**config.mk**
```make
export PLATFORM = sky130hd
export DESIGN_NAME = alu8_flags
export DESIGN_NICKNAME = d
export VERILOG_FILES = /design/src/rtl/alu8_pkg.sv /design/src/rtl/alu8_ctrl.sv /design/src/rtl/alu8_datapath.sv /design/src/rtl/alu8_flags.sv
export SDC_FILE = /design/constraint.sdc
export NUM_CORES = 1
export LEC_CHECK = 0
export ABC_AREA = 1
export BUFFER_PORTS_ARGS = -buffer_cell sky130_fd_sc_hd__buf_2
export CAP_MARGIN = 20
export CORE_UTILIZATION = 61
export CTS_CLUSTER_SIZE = 8
export DETAILED_ROUTE_END_ITERATION = 16
export PLACE_DENSITY = 0.85
export SYNTH_ARGS = -nofsm -noshare
export SYNTH_HDL_FRONTEND = slang
export SYNTH_HIERARCHICAL = 1
export SYNTH_SLANG_ARGS = --single-unit
export TNS_END_PERCENT = 50
```
**constraint.sdc**
```tcl
create_clock -name clk -period 6.56 [get_ports clk]
set_input_delay 0.656 -clock clk [delete_from_list [all_inputs] [get_ports clk]]
set_output_delay 0.656 -clock clk [all_outputs]
set_load 0.1 [all_outputs]
```
**src/rtl/alu8_pkg.sv**
```systemverilog
package alu8_pkg;
  localparam int OPC_W  = 5;
  localparam int FLAG_W = 8;
  localparam int FLAG_C = 0;
  localparam int FLAG_Z = 1;
  localparam int FLAG_N = 2;
  localparam int FLAG_V = 3;
  localparam int FLAG_S = 4;
  localparam int FLAG_H = 5;

  localparam logic [FLAG_W-1:0] MASK_ARITH = 8'b0011_1111;
  localparam logic [FLAG_W-1:0] MASK_LOGIC = 8'b0001_1110;
  localparam logic [FLAG_W-1:0] MASK_SHIFT = 8'b0001_1111;

  typedef enum logic [OPC_W-1:0] {
    OP_ADD  = 5'd0,  OP_ADC  = 5'd1,  OP_SUB  = 5'd2,  OP_SBC  = 5'd3,
    OP_CP   = 5'd4,  OP_CPC  = 5'd5,  OP_AND  = 5'd6,  OP_OR   = 5'd7,
    OP_EOR  = 5'd8,  OP_COM  = 5'd9,  OP_NEG  = 5'd10, OP_INC  = 5'd11,
    OP_DEC  = 5'd12, OP_TST  = 5'd13, OP_LSL  = 5'd14, OP_LSR  = 5'd15,
    OP_ROL  = 5'd16, OP_ROR  = 5'd17, OP_ASR  = 5'd18, OP_SWAP = 5'd19,
    OP_SER  = 5'd20, OP_FSET = 5'd21, OP_FCLR = 5'd22
  } aluOp_e;

  typedef struct packed {
    logic [FLAG_W-1:0] flagMask;
    logic              resultWe;
    logic              carryUse;
    logic              zChain;
    logic              subMode;
    logic              negMode;
    logic              bitVal;
  } aluStrobe_t;
endpackage

```
**src/rtl/alu8_ctrl.sv**
```systemverilog
module alu8_ctrl
  import alu8_pkg::*;
(
  input  aluOp_e     opCode,
  input  logic [2:0] bitIdx,
  output aluStrobe_t strobe
);
  always_comb begin
    strobe = '0;
    unique case (opCode)
      OP_ADD: begin strobe.flagMask = MASK_ARITH; strobe.resultWe = 1'b1; end
      OP_ADC: begin strobe.flagMask = MASK_ARITH; strobe.resultWe = 1'b1; strobe.carryUse = 1'b1; end
      OP_SUB: begin strobe.flagMask = MASK_ARITH; strobe.resultWe = 1'b1; strobe.subMode = 1'b1; end
      OP_SBC: begin
        strobe.flagMask = MASK_ARITH; strobe.resultWe = 1'b1; strobe.subMode = 1'b1;
        strobe.carryUse = 1'b1; strobe.zChain = 1'b1;
      end
      OP_CP:  begin strobe.flagMask = MASK_ARITH; strobe.subMode = 1'b1; end
      OP_CPC: begin
        strobe.flagMask = MASK_ARITH; strobe.subMode = 1'b1;
        strobe.carryUse = 1'b1; strobe.zChain = 1'b1;
      end
      OP_NEG: begin
        strobe.flagMask = MASK_ARITH; strobe.resultWe = 1'b1;
        strobe.subMode = 1'b1; strobe.negMode = 1'b1;
      end
      OP_AND, OP_OR, OP_EOR, OP_INC, OP_DEC, OP_TST: begin
        strobe.flagMask = MASK_LOGIC; strobe.resultWe = 1'b1;
      end
      OP_COM, OP_LSL, OP_LSR, OP_ROL, OP_ROR, OP_ASR: begin
        strobe.flagMask = MASK_SHIFT; strobe.resultWe = 1'b1;
      end
      OP_SWAP, OP_SER: strobe.resultWe = 1'b1;
      OP_FSET: begin strobe.flagMask = FLAG_W'(1) << bitIdx; strobe.bitVal = 1'b1; end
      OP_FCLR: strobe.flagMask = FLAG_W'(1) << bitIdx;
      default: strobe = '0;
    endcase
  end
endmodule

```
**src/rtl/alu8_datapath.sv**
```systemverilog
module alu8_datapath
  import alu8_pkg::*;
#(
  parameter int DATA_W = 8
) (
  input  aluOp_e            opCode,
  input  aluStrobe_t        strobe,
  input  logic [2:0]        bitIdx,
  input  logic [DATA_W-1:0] opA,
  input  logic [DATA_W-1:0] opB,
  input  logic [FLAG_W-1:0] flagsIn,
  output logic [DATA_W-1:0] result,
  output logic [FLAG_W-1:0] flagsCand
);
  localparam int NIB = DATA_W / 2;
  localparam int MSB = DATA_W - 1;
  localparam logic [DATA_W-1:0] MIN_NEG = {1'b1, {MSB{1'b0}}};
  localparam logic [DATA_W-1:0] MAX_POS = {1'b0, {MSB{1'b1}}};

  logic              carryIn;
  logic [DATA_W-1:0] srcA, srcB;
  logic [DATA_W:0]   wideSum;
  logic [NIB:0]      halfSum;
  logic              arithOvf;
  logic              cNew, vNew, hNew, nNew, zNew;

  assign carryIn = strobe.carryUse & flagsIn[FLAG_C];
  assign srcA    = strobe.negMode ? '0  : opA;
  assign srcB    = strobe.negMode ? opA : opB;

  always_comb begin
    if (strobe.subMode) begin
      wideSum  = {1'b0, srcA} - {1'b0, srcB} - (DATA_W+1)'(carryIn);
      halfSum  = {1'b0, srcA[NIB-1:0]} - {1'b0, srcB[NIB-1:0]} - (NIB+1)'(carryIn);
      arithOvf = (srcA[MSB] & ~srcB[MSB] & ~wideSum[MSB]) | (~srcA[MSB] & srcB[MSB] & wideSum[MSB]);
    end else begin
      wideSum  = {1'b0, srcA} + {1'b0, srcB} + (DATA_W+1)'(carryIn);
      halfSum  = {1'b0, srcA[NIB-1:0]} + {1'b0, srcB[NIB-1:0]} + (NIB+1)'(carryIn);
      arithOvf = (srcA[MSB] & srcB[MSB] & ~wideSum[MSB]) | (~srcA[MSB] & ~srcB[MSB] & wideSum[MSB]);
    end
  end

  always_comb begin
    result = opA;
    cNew   = flagsIn[FLAG_C];
    vNew   = flagsIn[FLAG_V];
    hNew   = flagsIn[FLAG_H];
    unique case (opCode)
      OP_ADD, OP_ADC, OP_SUB, OP_SBC, OP_CP, OP_CPC, OP_NEG: begin
        result = wideSum[DATA_W-1:0];
        cNew   = wideSum[DATA_W];
        hNew   = halfSum[NIB];
        vNew   = arithOvf;
      end
      OP_AND:  begin result = opA & opB; vNew = 1'b0; end
      OP_OR:   begin result = opA | opB; vNew = 1'b0; end
      OP_EOR:  begin result = opA ^ opB; vNew = 1'b0; end
      OP_TST:  vNew = 1'b0;
      OP_COM:  begin result = ~opA; cNew = 1'b1; vNew = 1'b0; end
      OP_INC:  begin result = opA + 1'b1; vNew = (result == MIN_NEG); end
      OP_DEC:  begin result = opA - 1'b1; vNew = (result == MAX_POS); end
      OP_LSL:  begin result = {opA[MSB-1:0], 1'b0};             cNew = opA[MSB]; vNew = result[MSB] ^ cNew; end
      OP_LSR:  begin result = {1'b0, opA[MSB:1]};               cNew = opA[0];   vNew = cNew; end
      OP_ROL:  begin result = {opA[MSB-1:0], flagsIn[FLAG_C]};  cNew = opA[MSB]; vNew = result[MSB] ^ cNew; end
      OP_ROR:  begin result = {flagsIn[FLAG_C], opA[MSB:1]};    cNew = opA[0];   vNew = result[MSB] ^ cNew; end
      OP_ASR:  begin result = {opA[MSB], opA[MSB:1]};           cNew = opA[0];   vNew = result[MSB] ^ cNew; end
      OP_SWAP: result = {opA[NIB-1:0], opA[MSB:NIB]};
      OP_SER:  result = '1;
      default: result = opA;
    endcase
    nNew = result[MSB];
    zNew = (result == '0) & (strobe.zChain ? flagsIn[FLAG_Z] : 1'b1);
  end

  always_comb begin
    flagsCand         = flagsIn;
    flagsCand[FLAG_C] = cNew;
    flagsCand[FLAG_Z] = zNew;
    flagsCand[FLAG_N] = nNew;
    flagsCand[FLAG_V] = vNew;
    flagsCand[FLAG_S] = nNew ^ vNew;
    flagsCand[FLAG_H] = hNew;
    if (opCode == OP_FSET || opCode == OP_FCLR) flagsCand[bitIdx] = strobe.bitVal;
  end
endmodule

```
**src/rtl/alu8_flags.sv**
```systemverilog
module alu8_flags
  import alu8_pkg::*;
#(
  parameter int DATA_W = 8
) (
  input  logic              clk,
  input  logic              rst_n,
  input  logic              opValid,
  input  logic [OPC_W-1:0]  opSel,
  input  logic [2:0]        bitIdx,
  input  logic [DATA_W-1:0] opA,
  input  logic [DATA_W-1:0] opB,
  output logic [DATA_W-1:0] result,
  output logic              resultWe,
  output logic [FLAG_W-1:0] flags
);
  aluOp_e            opCode;
  aluStrobe_t        strobe;
  logic [FLAG_W-1:0] flagsCand, flagsNext;

  assign opCode = aluOp_e'(opSel);

  alu8_ctrl u_ctrl (
    .opCode (opCode),
    .bitIdx (bitIdx),
    .strobe (strobe)
  );

  alu8_datapath #(.DATA_W(DATA_W)) u_dp (
    .opCode    (opCode),
    .strobe    (strobe),
    .bitIdx    (bitIdx),
    .opA       (opA),
    .opB       (opB),
    .flagsIn   (flags),
    .result    (result),
    .flagsCand (flagsCand)
  );

  assign resultWe  = opValid & strobe.resultWe;
  assign flagsNext = (flags & ~strobe.flagMask) | (flagsCand & strobe.flagMask);

  always_ff @(posedge clk) begin
    if (!rst_n)       flags <= '0;
    else if (opValid) flags <= flagsNext;
  end

  assert_hold_R1: assert property (@(posedge clk) disable iff (!rst_n)
    !opValid |=> $stable(flags));

  assert_mask_R12: assert property (@(posedge clk) disable iff (!rst_n)
    opValid |=> (((flags ^ $past(flags)) & ~$past(strobe.flagMask)) == '0));

  assert_sign_R11: assert property (@(posedge clk) disable iff (!rst_n)
    (opValid && strobe.flagMask[FLAG_N] && strobe.flagMask[FLAG_V])
      |=> (flags[FLAG_S] == (flags[FLAG_N] ^ flags[FLAG_V])));

  assert_zchain_R4: assert property (@(posedge clk) disable iff (!rst_n)
    (opValid && strobe.zChain && !flags[FLAG_Z]) |=> !flags[FLAG_Z]);

  assert_single_R10: assert property (@(posedge clk) disable iff (!rst_n)
    (opValid && (opCode == OP_FSET || opCode == OP_FCLR))
      |=> ($countones(flags ^ $past(flags)) <= 1));

  assert_cmpwe_R4: assert property (@(posedge clk) disable iff (!rst_n)
    (opCode == OP_CP || opCode == OP_CPC) |-> !resultWe);
endmodule

```
Yosys cells after proc, flatten, opt, wreduce, memory -nomap -nowiden:

Index checks and enable logic that the tools add are counted.

* flip-flop bits (word level): 8
* latch bits: 0
* memory bits (writable): 0
* ROM bits: 0
* bits of input ports: 27
* word-level logic and storage cells: 103
* memories: 0

* $add $sub $neg: 10
* multipliers: 0
* div/mod/pow operators: 0
* magnitude comparators: 2
* equal/unequal tests: 24
* shift-type cells: 1
* mux-type cells: 21
* bitwise logic cells: 29
* reduce and logical (&&, ||, !) cells: 15

Operators with widths (number)
* $pmux W8 S14: 1
* $eq A5 B4 Y1 const B: 8
* $eq A5 B5 Y1 const B: 7
* $pmux W8 S4: 1
* $and A8 B8 Y8: 3
* $mux W8: 3
* $eq A5 B3 Y1 const B: 4
* $reduce_or A19 Y1: 1
* $not A8 Y8: 2
* $or A8 B8 Y8: 2
* $reduce_or A6 Y1: 2
* $and A1 B1 Y1: 11
* $eq A5 B2 Y1 const B: 2
* $mux W1: 10
* $reduce_or A5 Y1: 2
* $add A8 B8 Y9: 1
* $add A9 B1 Y9: 1
* $mux W9: 1
* $sub A8 B8 Y9: 1
* $sub A9 B1 Y9: 1
* $add A8 B1 Y8 const B: 1
* $bwmux W8: 1
* $eq A8 B7 Y1 const B: 1
* $eq A8 B8 Y1 const B: 1
* other kinds (24): 34

Longest topological paths before layout:

* word-level depth: 15
* gate-level depth with buffers: 31
* mapped depth without buffers: 30

Modules after synthesis:

The synthesis kept the hierarchy.

Modules (own cells, without submodules)
* alu8_datapath: instances 1, cells each 601, area an instance 3052.9 um2
* alu8_ctrl: instances 1, cells each 85, area an instance 365.4 um2
* alu8_flags: instances 1, cells each 60, area an instance 360.3 um2

Least setup slack after synthesis:

Ideal clock, no wire load.

* path type: input to output
* start point: input opSel[1]
* end point: output result[6]
* arrival time: 3.684 ns
* path slack: 2.220 ns
* cell stages on the path: 21
* buffers on the path: 2
* path through: inv_1 nor2_1 nand3_2 inv_1 clkbuf_1 clkbuf_1 o21ai_0 ha_1 inv_1 ha_1 inv_1 o21ai_0 nand2_1 nand3_1 nand2_1 inv_1 o21ai_0 nand3_1 nand3_1 nand2_1 inv_1

RTL lines
* from (decl): line alu8_flags.sv:9 `input logic [OPC_W-1:0] opSel,`
* to (decl): line alu8_flags.sv:13 `output logic [DATA_W-1:0] result,`

==> summary.txt <==
Drt
  • Pre-Repair DR Iteration Count: 7
  • Avg WL per Cell: 13.7 um
  • Vias: 4901
  • DRT iter0 DRCs: 455
  • Via/cell ratio: 5.75
  • Detailed-route DRC error count: 0
  • WL final: 11700 um
  • ANT nets after route: 0

Clock tree
  • CTS tree: built
  • CTS Sinks: 8
  • Maximum root-to-sink buffer count: 2
  • CTS root buffer: clkbuf_8
  • Clock slew seen by the registers of the worst setup and hold paths: 0.04 ns
  • # hold bufs at CTS: 0
  • CTS buffer count: 3
  • H-Tree Depth: 1
  • Clk_lat worst skew: 0.23 ns
  • Post-CTS Setup Bufs: 0
  • Post_cts resized: 0

Logic synthesis
  • Syn_area_per_cell: 5.07 um^2
  • Top cells by area, synth: nand2_1, ha_1, nor2_1
  • Main synth FF type: dfxtp_1
  • Synthesized Nets: 818
  • YS warnings: 6
  • Yosys cell types: 41
  • Area leader, netlist: nand2_1
  • Post-Syn Area: 0.00378 mm^2
  • Number of flops mapped to enable cells by yosys: 0
  • Mapped Cells: 746
  • Asr flop ratio synth: 0%
  • Yosys reg bits: 8
  • Register area share after synthesis: 4.24%
  • Top-area cell type share of the netlist area: 23.4%

Pwr
  • Total power: 0.500 mW
  • Static Leak: 2.36 nW
  • PwrDens: 123 mW/mm^2
  • Maximum vdd drop: 0.114 mV

STA
  • Final max-slew violation count: 0
  • Total Neg Setup Slack: 0 ns
  • RSZ-0062 raised after global routing: no
  • Period utilization: 78.5%
  • FMAX: 0.194 GHz
  • Endpoints failing setup: 0
  • Final hold vios: 0
  • Worst-Margin Slew: 0.702 ns
  • Final WS setup: 1.41 ns
  • Final Critical Period: 5.15 ns
  • Clock skew: 0.000592 ns
  • Slew headroom: 53.0%

Global routing
  • First-pass GRT wire length: 19000 um
  • Vias in the first global route: 4304
  • Initial antenna violation count: 0
  • Largest net degree at the start of global routing: 27
  • Gr ovfl total: 0
  • GR Util All Layers: 36.7%

Die
  • Cell row count: 28
  • Die Footprint: 0.00651 mm^2
  • Core area: 0.00596 mm^2
  • Starting Density: 63.4%
  • Count of boundary I/O pins: 44
  • Width of the die: 80.7 um
  • Die height: 80.7 um

Finish
  • # diodes: 0
  • Area Overhead vs Synth: 7.32%
  • Final #Nets: 852
  • Layout cells sized above 1: 10.0%
  • Fillcell total: 591

Worst hold path
  • Hold Path Class: flip-flop to flip-flop

Worst setup path
  • Max FO, Critical Path: 26
  • Crit path launch type: input pin
  • Crit path DAT: 4.49 ns
  • Critical Path RT: 5.90 ns
  • WS Path Type: input pin to primary output
  • CP Capture Type: primary output

Flow run
  • Max-cap violation count: 0

Place
  • Port Buffers: 43
  • Pre-CTS setup slack: 1.50 ns
  • Routability Congestion: 1.02
  • DP Wirelength: 9250 um

Outcome
  • Status: complete, no violations
## cell usage after synthesis (6+ instances only)
master / n
inv_2: 8
o211ai_1: 7
nor3_1: 8
ha_1: 42
inv_1: 102
nand4_1: 18
nand2_2: 10
clkinv_1: 6
nand3_1: 80
a21oi_1: 18
dfxtp_1: 8
nor2_1: 115
buf_2: 8
nand2_1: 236
o21ai_0: 38
## kinds of logic (layout without fill, tap and decap cells)
| family | after synthesis | count (layout) | synth area share [%] |
|---|---|---|---|
| and+or+nand+nor | 487 | 487 | 55.3 |
| adders and majority gates | 45 | 45 | 15.5 |
| buffers and inverters | 131 | 163 | 13.6 |
| xor gates and xnor gates | 3 | 3 | 0.695 |
| AOI/OAI and AO/OA | 72 | 72 | 10.6 |
| DFF | 8 | 8 | 4.24 |
## metal layers
metal | part of all wire [%] | track usage, %
met1 | 42 | 47.6
met2 | 47 | 63.0
met3 | 8.9 | 3.30
met4 | 2.6 | 12.9
met5 | 0 | 0
## cell usage in the layout (no fill, tap or decap), types with 8 or more instances in the layout
cell	count
a21oi_1	18
nand2_2	10
inv_1	102
nand3_1	80
ha_1	42
nand4_1	18
nor3_1	8
buf_2	43
nor2_1	115
nand2_1	236
dfxtp_1	8
inv_2	8
o21ai_0	38
## layout make-up
class	instances	area [um^2]	area share, %
Multi-Input combinational cell	607	3100	76.5
Timing Repair Buffer	43	215	5.31
Tap cell	75	93.8	2.31
Clock buffer	3	41.3	1.02
Sequential cell	8	160	3.95
Inverter	117	442	10.9
## through the flow
stage / cell area, um^2 / hold slack [ns] / utilization, % / std cells
2_1_floorplan: 3780 / 0.898 / - / 746
4_1_cts: 4060 / 0.515 / 68.1 / 853
5_1_grt: 4060 / 0.548 / 68.1 / 853
3_3_place_gp: 4010 / 0.496 / 67.4 / 850
3_5_place_dp: 4010 / 0.507 / 67.4 / 850
6_report: 4060 / 0.511 / 68.1 / 853
## final timing paths
| check | startpoint | to | slack, ns | depth (start not counted) |
|---|---|---|---|---|
| worst min-delay path | flip-flop | flip-flop | 0.51 | 4 |
| worst min register to register | flip-flop | flip-flop | 0.51 | 4 |
| worst max register to register | flip-flop | flip-flop | 3.58 | 20 |
| worst max-delay path | opSel[1] | result[6] | 1.41 | 24 |
## worst max-delay path: stages
cell and delay, ns:
buf_2 0.22, inv_1 0.07, nor2_1 0.22, nand3_2 0.13, inv_1 0.51, o21ai_0 0.25
inv_1 0.14, nand2_1 0.08, nand2_1 0.07, inv_1 0.04, ha_1 0.16, inv_1 0.05
nand2_1 0.09, fa_1 0.46, nand4_1 0.13, nand3_1 0.09, nand2_1 0.09, inv_1 0.04
o21ai_0 0.16, nand3_1 0.14, nand3_1 0.13, nand2_1 0.09, inv_1 0.06, buf_2 0.41
## report_power, final
group          switching, mW  internal [mW]  total [mW]
combinational          0.288         0.0959       0.383
clock                 0.0206         0.0399      0.0605
sequential           0.00333         0.0526      0.0559
total                  0.311          0.188       0.500
Note: power is estimated with default switching activity, not from simulation.
